<file path="src/rtl/brg_pkg.sv">
package brg_pkg;
   localparam int IDX_CMD   = 'h000;
   localparam int IDX_SPACE = 'h001;
   localparam int IDX_GRP0  = 'h010;
   localparam int GRP_STEP  = 4;
   localparam int IDX_CFGA  = 'h040;
   localparam int IDX_SYNCA = 'h041;
   localparam int IDX_SYNCB = 'h042;

   localparam logic [31:0] SYNC_PATTERN = 32'hc000ffee;
   localparam logic [31:0] CFGA_MASK    = 32'h80fffffc;

   function automatic logic [31:0] bswap32(input logic [31:0] v);
      return {v[7:0], v[15:8], v[23:16], v[31:24]};
   endfunction
endpackage

</file>
<file path="src/rtl/brg_win_match.sv">
module brg_win_match #(
   parameter int ADDR_W     = 32,
   parameter int SPACE_W    = 15,
   parameter int BASE_SHIFT = 21,
   parameter int WIN_BITS   = 12
) (
   input  logic [SPACE_W-1:0]   space,
   input  logic [ADDR_W-1:2]    waddr,
   output logic                 hit
);
   localparam int CMP_W = SPACE_W + BASE_SHIFT - WIN_BITS;
   localparam int PAD_W = BASE_SHIFT - WIN_BITS;

   logic [CMP_W-1:0] base_page;
   logic [CMP_W-1:0] addr_page;

   generate
      if (PAD_W > 0) begin : g_pad
         assign base_page = {space, {PAD_W{1'b0}}};
      end else begin : g_nopad
         assign base_page = space;
      end
   endgenerate

   assign addr_page = CMP_W'(waddr[ADDR_W-1:WIN_BITS]);
   assign hit = (base_page == addr_page);
endmodule

</file>
<file path="src/rtl/brg_pci_group.sv">
module brg_pci_group #(
   parameter int IDX_W    = 10,
   parameter int BASE_IDX = 'h010
) (
   input  logic             clk,
   input  logic             rst_n,
   input  logic             wr_en,
   input  logic [IDX_W-1:0] idx,
   input  logic [14:0]      wd,
   output logic             rd_sel,
   output logic [31:0]      rd_val
);
   localparam logic [IDX_W-1:0] I_LO = IDX_W'(BASE_IDX);
   localparam logic [IDX_W-1:0] I_HI = IDX_W'(BASE_IDX + 1);
   localparam logic [IDX_W-1:0] I_RM = IDX_W'(BASE_IDX + 2);

   logic [14:0] lo_q;
   logic [6:0]  hi_q;
   logic [10:0] rm_q;

   always_ff @(posedge clk or negedge rst_n) begin
      if (!rst_n) begin
         lo_q <= '0;
         hi_q <= '0;
         rm_q <= '0;
      end else if (wr_en) begin
         if (idx == I_LO) begin
            lo_q <= wd;
            rm_q <= wd[10:0];
         end
         if (idx == I_HI) hi_q <= wd[6:0];
         if (idx == I_RM) rm_q <= wd[10:0];
      end
   end

   always_comb begin
      rd_sel = 1'b1;
      rd_val = '0;
      unique case (idx)
         I_LO:    rd_val = 32'(lo_q);
         I_HI:    rd_val = 32'(hi_q);
         I_RM:    rd_val = 32'(rm_q);
         default: rd_sel = 1'b0;
      endcase
   end
endmodule

</file>
<file path="src/rtl/brg_regbank.sv">
module brg_regbank #(
   parameter int              ADDR_W     = 32,
   parameter int              SPACE_W    = 15,
   parameter int              BASE_SHIFT = 21,
   parameter int              WIN_BITS   = 12,
   parameter int              NUM_WIN    = 4,
   parameter logic [14:0]     RST_SPACE  = 15'h00DF
) (
   input  logic              clk,
   input  logic              rst_n,
   input  logic              acc_valid,
   input  logic              acc_write,
   input  logic [ADDR_W-1:2] acc_waddr,
   input  logic [31:0]       acc_wdata,
   output logic              win_hit,
   output logic              rd_ack,
   output logic [31:0]       rd_data
);
   import brg_pkg::*;

   localparam int IDX_W = WIN_BITS - 2;

   generate
      if (SPACE_W != 15) begin : g_bad_space
         $error("SPACE_W must be 15");
      end
      if (ADDR_W > SPACE_W + BASE_SHIFT || BASE_SHIFT < WIN_BITS) begin : g_bad_geom
         $error("window geometry out of range");
      end
      if (IDX_GRP0 + GRP_STEP * NUM_WIN > IDX_CFGA || IDX_SYNCB >= (1 << IDX_W)) begin : g_bad_map
         $error("register map overlaps");
      end
   endgenerate

   logic [IDX_W-1:0]   idx;
   logic               noswap_q;
   logic [SPACE_W-1:0] space_q;
   logic [31:0]        cfga_q;
   logic [31:0]        wd;
   logic               wr_fire, rd_fire;
   logic [31:0]        rd_mux;
   logic [NUM_WIN-1:0] grp_sel;
   logic [31:0]        grp_val [NUM_WIN];

   assign idx = acc_waddr[WIN_BITS-1:2];

   brg_win_match #(
      .ADDR_W(ADDR_W), .SPACE_W(SPACE_W),
      .BASE_SHIFT(BASE_SHIFT), .WIN_BITS(WIN_BITS)
   ) u_match (
      .space(space_q), .waddr(acc_waddr), .hit(win_hit)
   );

   assign wr_fire = acc_valid &&  acc_write && win_hit;
   assign rd_fire = acc_valid && !acc_write && win_hit;
   assign wd      = noswap_q ? acc_wdata : bswap32(acc_wdata);

   genvar k;
   generate
      for (k = 0; k < NUM_WIN; k++) begin : g_grp
         brg_pci_group #(
            .IDX_W(IDX_W), .BASE_IDX(IDX_GRP0 + GRP_STEP * k)
         ) u_grp (
            .clk(clk), .rst_n(rst_n), .wr_en(wr_fire), .idx(idx),
            .wd(wd[14:0]), .rd_sel(grp_sel[k]), .rd_val(grp_val[k])
         );
      end
   endgenerate

   always_ff @(posedge clk or negedge rst_n) begin
      if (!rst_n) begin
         noswap_q <= 1'b0;
         space_q  <= RST_SPACE;
         cfga_q   <= '0;
      end else if (wr_fire) begin
         if (idx == IDX_W'(IDX_CMD))   noswap_q <= wd[0];
         if (idx == IDX_W'(IDX_SPACE)) space_q  <= wd[SPACE_W-1:0];
         if (idx == IDX_W'(IDX_CFGA))  cfga_q   <= wd & CFGA_MASK;
      end
   end

   always_comb begin
      rd_mux = '0;
      for (int i = 0; i < NUM_WIN; i++) begin
         if (grp_sel[i]) rd_mux = rd_mux | grp_val[i];
      end
      if (idx == IDX_W'(IDX_CMD))   rd_mux = 32'(noswap_q);
      if (idx == IDX_W'(IDX_SPACE)) rd_mux = 32'(space_q);
      if (idx == IDX_W'(IDX_CFGA))  rd_mux = cfga_q;
      if (idx == IDX_W'(IDX_SYNCA) || idx == IDX_W'(IDX_SYNCB)) rd_mux = SYNC_PATTERN;
   end

   always_ff @(posedge clk or negedge rst_n) begin
      if (!rst_n) begin
         rd_ack  <= 1'b0;
         rd_data <= '0;
      end else begin
         rd_ack <= rd_fire;
         if (rd_fire) rd_data <= noswap_q ? rd_mux : bswap32(rd_mux);
      end
   end
endmodule

</file>
<file path="config.mk">
export PLATFORM = sky130hd
export DESIGN_NAME = brg_regbank
export DESIGN_NICKNAME = d
export VERILOG_FILES = /design/src/rtl/brg_pkg.sv /design/src/rtl/brg_win_match.sv /design/src/rtl/brg_pci_group.sv /design/src/rtl/brg_regbank.sv
export SDC_FILE = /design/constraint.sdc
export NUM_CORES = 1
export LEC_CHECK = 0
export BUFFER_PORTS_ARGS = -buffer_cell sky130_fd_sc_hd__buf_2
export CORE_MARGIN = 2
export CORE_UTILIZATION = 42
export CTS_BUF_LIST = sky130_fd_sc_hd__clkbuf_4
export DETAILED_ROUTE_END_ITERATION = 10
export GPL_TIMING_DRIVEN = 0
export MAX_ROUTING_LAYER = met4
export PLACE_DENSITY = 0.7
export REMOVE_ABC_BUFFERS = 1
export SLEW_MARGIN = 20
export SYNTH_ARGS = -nofsm -noshare
export SYNTH_HDL_FRONTEND = slang
export SYNTH_SLANG_ARGS = --single-unit
</file>
<file path="constraint.sdc">
create_clock -name clk -period 5.89 [get_ports clk]
set_clock_uncertainty 0.2 [all_clocks]
set_input_delay 0 -clock clk [delete_from_list [all_inputs] [get_ports clk]]
set_output_delay 0 -clock clk [all_outputs]
set_load 0.01 [all_outputs]
</file>
==> impl_metrics.toml <==
[clock_tree]
clk_pin_slew_worst_paths_ns = 0.07
clk_path_buf_depth = 3
cts_made_buffers = 52
htree_levels = 2
clock_latency_ns = 0.69
clkSinkCount = 204
clockRootBuffer = "clkbuf_4"
cts_tree = "yes"

[die]
start_util_pct = 43.0
die_h_um = 157
num_io_pins = 100
die_w_um = 157
core_um2 = 22800
dieArea_um2 = 24500
rows = 55

[yosys]
synth-edff-count = 0
synthArstFlopShare_pct = 100
ys.flop_type = "dfrtp_1"
synthesis.instances = 1029
avgSynthCellArea_um2 = 9.51
ys_ff_latch = 204
synth_cell_types = 65
netlist_area_um2 = 9790
yosysSeqAreaShare_pct = 52.2
synth_warnings = 0

[timing]
slew_headroom_pct = 21.9
rsz0062_at_grt = "no"
period_share_pct = 65.2
final_max_slew_viol_count = 0
final_hold_viol_count = 0
setup_slack_ns = 2.05
setup_violations = 0
tightest_slew_ns = 1.17
finalCriticalPeriod_ns = 3.84
setup_tns_ns = 0
fmax_ghz = 0.260

[critical_path]
crit_cells = 6
cp_num_buf_inv = 1
start_kind = "flip-flop"
critPathCaptureType = "flip-flop"
arrival_ns = 4.18
r2r-end = "g_grp[1].u_grp.rm_q[5]"
r2r_cells = 6
critical_path.startpoint = "space_q[11]"
critPathTopFamily = "simple AND/OR/NAND/NOR gates"
critPathRequiredTime_ns = 6.23
reg2reg_from = "space_q[11]"
cp_max_fo = 22
max_stage_delay_ns = 0.93
rrSetupSlack_ns = 2.05
crit_top_cell = "nand4_1"
critPathKind = "flip-flop to flip-flop"
crit_end = "g_grp[1].u_grp.rm_q[5]"
cpMaxStageDelayCell = "nand4_1"
crit_path_cell_trace = "nor4_2, nand4_1, or4_1, inv_1, nand4_1, o21ai_0"

[routing]
drc = 0
routed_wl_um = 29500
drt_iter0_drc = 721
wl_per_cell_um = 19.0
firstDrtPassIters = 5
antenna_left = 0
via_count = 8656
viasPerCell = 5.58

[run_status]
outcome = "complete, no violations"

[placed_design]
dp_slack_ns = 2.05
io_buffers = 99
dp_cells = 1376
hpwl_um = 19000
place_congestion = 0.917
postPlaceCellArea_um2 = 10600

[pwr]
fin_total_pwr_mw = 2.80
ir_worst_vdd_uv = 111
power.leakage_nw = 5.74
powerDensity_nw_per_um2 = 232

[final_layout]
regArea_um2 = 5120
area_growth_pct = 23.0
final_common_cell = "dfrtp_1"
fill_cells = 2024
multi_input_area_um2 = 4330
final_cell_mix = "196 x dfrtp_1, 155 x nand2_1, 123 x o21ai_0"
drive_gt1_share_pct = 20.3
layout.nets = 1262
instances_no_fill = 1551
final_area_um2 = 12000

[grt]
grt_pass1_wl_um = 46200
grt_overflow = 0
grt_max_degree = 92
antenna_found_initial = 3
track_usage_pct = 25.2
grt_pass1_vias = 8452

[flow_run]
maxCapViolCount = 0

[min_path]
hold_class = "input pin to flip-flop"
stage by stage:
stage | utilization [%] | hold slack (ns)
finish | 52.9 | 0.0610
global route | 52.9 | 0.0850
CTS | 52.8 | 0.0163
detailed placement | 46.4 | -0.240
global placement | 45.3 | 0.118
floorplan | - | -0.496
registers in the layout, indices dropped and copies added, names as in the netlist:
name	count
g_grp.u_grp.lo_q	60
g_grp.u_grp.rm_q	44
rd_data	32
g_grp.u_grp.hi_q	28
cfga_q	23
space_q	15
noswap_q	1
rd_ack	1
cells in the mapped netlist, drive strengths merged (3+ instances only):
master   number  area (µm²)
nand3        14        70.1
nor3         20         111
nand2b        6        37.5
or3           5        36.3
or4           3        22.5
clkbuf       52         195
a31oi        10        62.6
o22ai         3        18.8
and3         12        75.1
mux2         10         113
nor4          7        77.6
o21bai        4        30.0
or2           5        33.8
inv           9        33.8
nand4        12        75.1
a211oi        3        22.5
a22o          9        78.8
o31ai         7        57.6
a21oi        86         430
buf          29         161
nand3b        5        37.5
nand2       155         582
o21ai       126         631
mux4          8         180
a22oi        10        75.1
dfstp         7         184
a2111oi       3        26.3
mux2i        56         561
xnor2        12         105
o211ai        3        22.5
nor2b         5        31.3
nor2        102         383
dfrtp       197        4930
and2          3        18.8
a2bb2oi       3        26.3
what timing repair did:
action	CTS	global route
gates resized for setup	0	0
endpoints found under the setup margin	0	0
endpoints found under the hold margin	405	0
hold buffers	79	0
buffers inserted	0	0
layer usage:
metal	GRT usage [%]	up-vias	wire length, µm
li1	-	4021	-
met1	31.2	4119	12100
met2	40.6	416	13700
met3	5.73	100	2570
met4	9.52	0	1100
met5	-	-	0
report_power, final:
part / total [mW] / leakage [nW] / internal [mW] / switching [mW]
Clock: 1.20 / 0.405 / 0.628 / 0.576
Combinational: 0.190 / 2.52 / 0.0712 / 0.119
Sequential: 1.40 / 2.82 / 1.40 / 0.00000107
how the worst min path moves through the flow:
stage,from,endpoint,cells after the start
after global routing,acc_waddr[21],cfga_q[9],7
after global placement,acc_wdata[15],cfga_q[23],3
after detailed placement,rst_n,rd_data[12],1
final,acc_waddr[3],rd_data[27],5
after floorplan,rst_n,cfga_q[10],0
after CTS,acc_waddr[21],cfga_q[9],7
worst reg2reg max path, stage by stage (launching register included):
cell and delay (ns):
dfrtp_1 0.42, nor4_2 0.30, nand4_1 0.21, or4_1 0.75, inv_1 0.34, nand4_1 0.93, o21ai_0 0.54
final cells by class:
type                            count  area share (%)
Antenna cell                        3          0.0623
Clock buffer                       82            5.11
Clock inverter                     11           0.364
Inverter                            9           0.280
Multi-Input combinational cell    735            36.0
Sequential cell                   204            42.5
Tap cell                          313            3.25
Timing Repair Buffer              194            12.5
cell families (layout without fill, tap and decap cells):
logic type	after synthesis	after routing	synth area share, %
compound gates	289	289	17.2
xor+xnor	12	12	1.07
buf+inv	90	296	3.99
flops	204	204	52.2
mux	74	74	8.72
other cells	0	3	0
simple gates	360	360	16.8
No activity file was read; power rests on OpenSTA's default activity.
